## src/rtl/btfr_pkg.sv

```systemverilog
package btfr_pkg;
  typedef struct packed {
    logic capture;  // store the current stream byte
    logic first;    // current byte is the first of an accepted response
    logic commit;   // current byte is the last of an accepted response
  } btfr_strobe_t;

  typedef enum logic [1:0] {
    ST_IDLE = 2'd0,
    ST_TAKE = 2'd1,
    ST_DROP = 2'd2
  } btfr_state_t;

  localparam logic [7:0] ERR_TOO_LONG_CC = 8'hCA;
  localparam logic [7:0] ERR_FRAME_LEN   = 8'd4;
  localparam logic [7:0] EMPTY_READ      = 8'hFF;
endpackage

```

## src/rtl/btfr_control.sv

```systemverilog
module btfr_control
  import btfr_pkg::*;
(
  input  logic         clk,
  input  logic         rstN,
  input  logic         rspValid,
  input  logic         rspLast,
  input  logic [7:0]   rspId,
  input  logic         reqStart,
  input  logic         atnClr,
  input  logic         irqEn,
  input  logic         irqAck,
  output btfr_strobe_t strobe,
  output logic [7:0]   expId,
  output logic         bmcBusy,
  output logic         b2hAtn,
  output logic         irqPend
);
  btfr_state_t state, stateNext;
  logic idMatch;

  assign idMatch = (rspId == expId);

  always_comb begin
    stateNext = state;
    strobe    = '0;
    if (rspValid) begin
      unique case (state)
        ST_IDLE: begin
          if (idMatch) begin
            strobe.capture = 1'b1;
            strobe.first   = 1'b1;
            strobe.commit  = rspLast;
            stateNext      = rspLast ? ST_IDLE : ST_TAKE;
          end else begin
            stateNext = rspLast ? ST_IDLE : ST_DROP;
          end
        end
        ST_TAKE: begin
          strobe.capture = 1'b1;
          strobe.commit  = rspLast;
          if (rspLast) stateNext = ST_IDLE;
        end
        ST_DROP: begin
          if (rspLast) stateNext = ST_IDLE;
        end
        default: stateNext = ST_IDLE;
      endcase
    end
  end

  always_ff @(posedge clk) begin
    if (!rstN) begin
      state   <= ST_IDLE;
      expId   <= 8'd0;
      bmcBusy <= 1'b0;
      b2hAtn  <= 1'b0;
      irqPend <= 1'b0;
    end else begin
      state <= stateNext;
      if (strobe.commit) begin
        expId   <= expId + 8'd1;
        bmcBusy <= 1'b0;
        b2hAtn  <= 1'b1;
      end else begin
        if (reqStart) bmcBusy <= 1'b1;
        if (atnClr)   b2hAtn  <= 1'b0;
      end
      irqPend <= (irqPend & ~irqAck) | (strobe.commit & irqEn);
    end
  end
endmodule

```

## src/rtl/btfr_datapath.sv

```systemverilog
module btfr_datapath
  import btfr_pkg::*;
#(
  parameter int DEPTH = 16,
  localparam int OUT_W = $clog2(DEPTH + 1),
  localparam int CNT_W = $clog2(DEPTH + 2) + 1
) (
  input  logic             clk,
  input  logic             rstN,
  input  btfr_strobe_t     strobe,
  input  logic [7:0]       rspData,
  input  logic [7:0]       savedSeq,
  input  logic             rdEn,
  output logic [7:0]       rdData,
  output logic [OUT_W-1:0] outLen
);
  localparam int SAT = DEPTH + 1;
  localparam logic [CNT_W-1:0] LIMIT = CNT_W'(DEPTH - 2);

  logic [7:0]       frameBuf [DEPTH];
  logic [CNT_W-1:0] cnt;        // bytes already taken from this response
  logic [CNT_W-1:0] curIdx;     // count including the current byte minus one
  logic [CNT_W-1:0] curLen;     // response length if this byte is last
  logic [CNT_W-1:0] wrIdx;
  logic             overlong;
  logic [OUT_W-1:0] rdPos;
  logic             haveData;

  assign curIdx   = strobe.first ? '0 : cnt;
  assign curLen   = curIdx + CNT_W'(1);
  assign wrIdx    = (curIdx == '0) ? CNT_W'(1) : curIdx + CNT_W'(2);
  assign overlong = curLen > LIMIT;
  assign haveData = rdPos < outLen;
  assign rdData   = haveData ? frameBuf[rdPos] : EMPTY_READ;

  always_ff @(posedge clk) begin
    if (!rstN) begin
      cnt <= '0;
    end else if (strobe.capture) begin
      cnt <= (curLen >= CNT_W'(SAT)) ? CNT_W'(SAT) : curLen;
    end
  end

  generate
    for (genvar e = 0; e < DEPTH; e++) begin : g_entry
      always_ff @(posedge clk) begin
        if (!rstN) begin
          frameBuf[e] <= 8'd0;
        end else if (strobe.commit && e == 0) begin
          frameBuf[e] <= overlong ? ERR_FRAME_LEN : 8'(curLen + CNT_W'(1));
        end else if (strobe.commit && e == 2) begin
          frameBuf[e] <= savedSeq;
        end else if (strobe.commit && overlong && e == 4) begin
          frameBuf[e] <= ERR_TOO_LONG_CC;
        end else if (strobe.capture && wrIdx == CNT_W'(e)) begin
          frameBuf[e] <= rspData;
        end
      end
    end
  endgenerate

  always_ff @(posedge clk) begin
    if (!rstN) begin
      outLen <= '0;
      rdPos  <= '0;
    end else if (strobe.commit) begin
      outLen <= overlong ? OUT_W'(5) : OUT_W'(curLen + CNT_W'(2));
      rdPos  <= '0;
    end else if (rdEn && haveData) begin
      if (rdPos + OUT_W'(1) == outLen) begin
        rdPos  <= '0;
        outLen <= '0;
      end else begin
        rdPos <= rdPos + OUT_W'(1);
      end
    end
  end
endmodule

```

## src/rtl/bt_rsp_framer.sv

```systemverilog
module bt_rsp_framer
  import btfr_pkg::*;
#(
  parameter int DEPTH = 16,
  localparam int OUT_W = $clog2(DEPTH + 1)
) (
  input  logic             clk,
  input  logic             rstN,
  input  logic             rspValid,
  input  logic             rspLast,
  input  logic [7:0]       rspData,
  input  logic [7:0]       rspId,
  input  logic [7:0]       savedSeq,
  input  logic             reqStart,
  input  logic             atnClr,
  input  logic             irqEn,
  input  logic             irqAck,
  input  logic             rdEn,
  output logic [7:0]       rdData,
  output logic [OUT_W-1:0] outLen,
  output logic [7:0]       expId,
  output logic             bmcBusy,
  output logic             b2hAtn,
  output logic             irqPend
);
  btfr_strobe_t strobe;

  btfr_control ctrl_i (
    .clk(clk), .rstN(rstN), .rspValid(rspValid), .rspLast(rspLast),
    .rspId(rspId), .reqStart(reqStart), .atnClr(atnClr), .irqEn(irqEn),
    .irqAck(irqAck), .strobe(strobe), .expId(expId), .bmcBusy(bmcBusy),
    .b2hAtn(b2hAtn), .irqPend(irqPend)
  );

  btfr_datapath #(.DEPTH(DEPTH)) dp_i (
    .clk(clk), .rstN(rstN), .strobe(strobe), .rspData(rspData),
    .savedSeq(savedSeq), .rdEn(rdEn), .rdData(rdData), .outLen(outLen)
  );
endmodule

```

## config.mk

```make
export PLATFORM = sky130hd
export DESIGN_NAME = bt_rsp_framer
export DESIGN_NICKNAME = d
export VERILOG_FILES = /design/src/rtl/btfr_pkg.sv /design/src/rtl/btfr_control.sv /design/src/rtl/btfr_datapath.sv /design/src/rtl/bt_rsp_framer.sv
export SDC_FILE = /design/constraint.sdc
export NUM_CORES = 1
export LEC_CHECK = 0
export ABC_CLOCK_PERIOD_IN_PS = 5600
export CORE_UTILIZATION = 60
export DETAILED_ROUTE_END_ITERATION = 10
export MAX_ROUTING_LAYER = met4
export PLACE_DENSITY = 0.85
export SKIP_LAST_GASP = 1
export SYNTH_ARGS = -nofsm -noshare
export SYNTH_HDL_FRONTEND = slang
export SYNTH_SLANG_ARGS = --single-unit
```

## constraint.sdc

```tcl
create_clock -name clk -period 5.6 [get_ports clk]
set_input_delay 0.56 -clock clk [delete_from_list [all_inputs] [get_ports clk]]
set_output_delay 0.56 -clock clk [all_outputs]
set_load 0.005 [all_outputs]
```

==> metrics.md <==
| Metric | Value |
|---|---|
| Status | `completed` |
| Worst endpoint required time | `5750 ps` |
| Postcts setup bufs | `0` |
| Prevailing post-synth register cell | `edfxtp_1` |
| Multi-input gate area | `between 0.003 and 0.004 mm²` |
| CTS Hold Bufs | `0` |
| Die width | `120.8 µm` |
| H-Tree Depth | `4` |
| Total Wirelength | `roughly 24000 µm` |
| Clock tree buffer depth | `2` |
| Setup TNS | `0 ps` |
| Critical-path top delay cell | `o21ai_0` |
| CTS tree | `built` |
| CP Buf/Inv Count | `3` |
| DRC | `0` |
| Top delay family on crit path | `simple AND/OR/NAND/NOR gates` |
| Vias after detailed routing | `6579` |
| Final hold vios | `0` |
| CP Max Fanout | `14` |
| Final setup fails | `0` |
| Synth Area in Compound Gates | `0.09388` |
| Area share of the largest cell type after synthesis | `0.4542` |
| Sequential-to-total area share from yosys stat | `0.5322` |
| # port buffers | `56` |
| Pleak | `3.211 nW` |
| Largest family of logic cells by synthesized area | `simple AND/OR/NAND/NOR gates` |
| # IOs | `57` |
| Crit path DAT | `roughly 5000 ps` |
| Total congestion overflow | `0` |
| Final critical-path share of the clock period | `0.8667` |
| Vias per cell | `~7.1` |
| Worst VDD drop | `0.0001691 V` |
| Syn Nets | `739` |
| Initial antenna violation count | `1` |
| Fillers | `870` |
| CTS Buf Count | `17` |
| Gr busiest metal | `met2` |
| Total GRT Usage | `0.3541` |
| Post-Synth Simple-Gate Area | `0.1792` |
| RSZ-0062 raised after global routing | `false` |
| First-pass GRT wire length | `36450 µm` |
| Synth warnings | `0` |
| Max-Cap Viols | `0` |
| Final worst slack | `roughly 750 ps` |
| Setup Skew | `12.31 ps` |
| FFs w/ async S/R, synth | `0` |
| Period minus WS final | `4853 ps` |
| Commonest non-fill, non-tap cell in the layout | `edfxtp_1` |
| Yosys top cell by area | `edfxtp_1` |
| Clk pin slew, worst setup/hold paths | `60 ps` |
| CTS Root Cell | `clkbuf_16` |
| Final ANT Viol Nets | `0` |
| Die area | `0.01458 mm²` |
| Die Y | `120.8 µm` |
| Worst reg2reg path depth | `13` |
| Post-Synth XOR/XNOR Area | `0.02587` |
| Nets | `786` |
| Synth unique cells | `71` |
| GR met1 Demand/Resource | `0.4391` |
| Layout cells sized above 1 | `0.1537` |
| Post-Synth Adder-Cell Area | `0.02365` |
| Clk sinks | `161` |
| DR iter-0 viols | `1031` |
| Most frequent CP cell | `nand3_1` |
| Dpl ws | `436.7 ps` |
| Synth Cell Area | `0.008463 mm²` |
| Area added between synthesis and finish | `15.23%` |
| Post-synth EDFFs | `128` |
| CP peak stage delay | `around 730 ps` |
| Synthesized instance count | `690` |
| Initial Util | `0.6121` |
| RD Place Congestion | `just over 0.9` |
| Avg Cell Area, Syn | `12.27 µm²` |
| Fmax | `206.0 MHz` |
| Clk Latency, worst-skew pair | `approximately 440 ps` |
| CORE AREA | `0.01383 mm²` |
| Post-CTS resize count | `0` |
| Hold Crit Depth | `2` |
| Drt pass-1 iters | `6` |
| Met3 usage | `0.07170` |
| Yosys reg bits | `161` |
| CP Capture Type | `flip-flop` |
| Mux cell area share after synthesis | `0.1090` |
| Min-Delay Path Class | `reg -> reg` |
| CP Depth | `14` |
| Slew Limit Fails | `0` |
| DR WL/cell | `25.54 µm` |
| Largest net degree at the start of global routing | `around 50` |
| FP Rows | `43` |
| Synth area leaders | `edfxtp_1 45%, mux4_2 11%, dfxtp_1 7.8%, nor3_1 5.0%, ha_1 2.4%` |
| Vias in the first global route | `6424` |
| Crit Path Class | `in -> reg` |
| CP startpoint kind | `input pin` |
| Worst Max-Slew Pin Slew | `1323 ps` |
| Flip-flop and latch area | `0.004506 mm²` |
| Crit-path cells | `clkdlybuf4s50_1 > xor2_1 > nor4_4 > nand3_1 > nand2_1 > inv_1 > ha_1 > nand2b_1 > mux2_2 > o22ai_1 > and3_1 > nand3_1 > o21ai_0 > buf_4` |
| Slew margin rel. | `0.1089` |
| GR met2 Demand/Resource | `0.5718` |
| Most frequent cells in the layout | `128 x edfxtp_1, 84 x nor3_1, 56 x clkdlybuf4s50_1` |
| PwrDens | `274.4 mW/mm²` |
| DP HPWL | `around 16000 µm` |
-- final timing paths --
kind	startpoint	endpoint	slack (ps)
worst min register to register	ctrl_i.bmcBusy	ctrl_i.bmcBusy	470
worst max register to register	ctrl_i.expId[4]	dp_i.frameBuf[8][5]	790
worst max-delay path	rspId[4]	dp_i.frameBuf[8][5]	750
worst min-delay path	ctrl_i.bmcBusy	ctrl_i.bmcBusy	470
-- worst register-to-register path, delay by kind of cell, from the launching register on --
kind,cells,cell delay (ps)
DFF,1,480
and+or+nand+nor,6,1800
muxes,1,280
AOI/OAI and AO/OA,2,1050
buffers and inverters,2,370
adders and majority gates,1,340
xor gates and xnor gates,1,210
-- flip-flops by register name (all words and copies together) (netlist names), named ones only --
name	flops
ctrl_i.irqPend	1
ctrl_i.b2hAtn	1
dp_i.rdPos	5
ctrl_i.state	2
dp_i.outLen	5
ctrl_i.bmcBusy	1
dp_i.frameBuf	128
dp_i.cnt	6
ctrl_i.expId	8
-- power by group --
part / internal, W / switching (W)
registers: 0.00133 / 0.0000333
logic: 0.0000957 / 0.000104
clock network: 0.000646 / 0.000466
-- through the flow --
step,cell area [µm²],power (W),hold WS (ps),instances,util
3_5_place_dp,9200,0.001580,461.3,898,0.6654
5_1_grt,9752,0.002723,491.3,929,0.7053
6_report,9752,0.002676,473.8,929,0.7053
4_1_cts,9749,0.002659,475.8,928,0.7051
2_1_floorplan,8463,0.001483,461.0,690,-
3_3_place_gp,9200,0.001570,451.2,898,0.6654
-- cells by family (layout without fill, tap and decap cells) --
family                     Yosys count  in the layout
other                                0              1
xor gates and xnor gates            25             25
adders and majority gates           16             16
buffers and inverters               69            127
muxes                               42             42
AOI/OAI and AO/OA                  104            104
and+or+nand+nor                    273            273
DFF                                161            161
-- cells in the mapped netlist, types with 6 or more instances --
cell type and count:
o31ai_1 12, a21oi_1 10, nand3_1 24, nor2b_1 7, nor3_1 84, nand3b_1 7, buf_2 14, and3_1 27
nand2_1 36, a21boi_0 7, inv_1 15, nand2b_1 6, nor2_1 21, edfxtp_1 128, xor2_1 11, nand4_1 6
a22o_1 10, and2_1 11, dfxtp_1 33, xnor2_1 14, nor4_1 11, o21ai_0 25, ha_1 16, mux4_2 40
clkbuf_1 35, or3_1 11
-- area by class of cell --
class                      count  share of cell area
tap                          180             0.02309
antenna                        1           0.0002566
inverter                      15            0.005774
clock inverter                11             0.01193
multi-input combinational    460              0.3750
clock buffer                  19             0.04439
sequential                   161              0.4620
timing repair buffer          82             0.07750
-- per-layer routing --
metal  vias to the layer above  share of wire  wire, µm
met3                        90           0.13      2970
met4                         0          0.040       939
met5                         -              0         0
met1                      3165           0.35      8191
met2                       550           0.49     11630
li1                       2774              -         -
(Power assumes the default switching activity.)
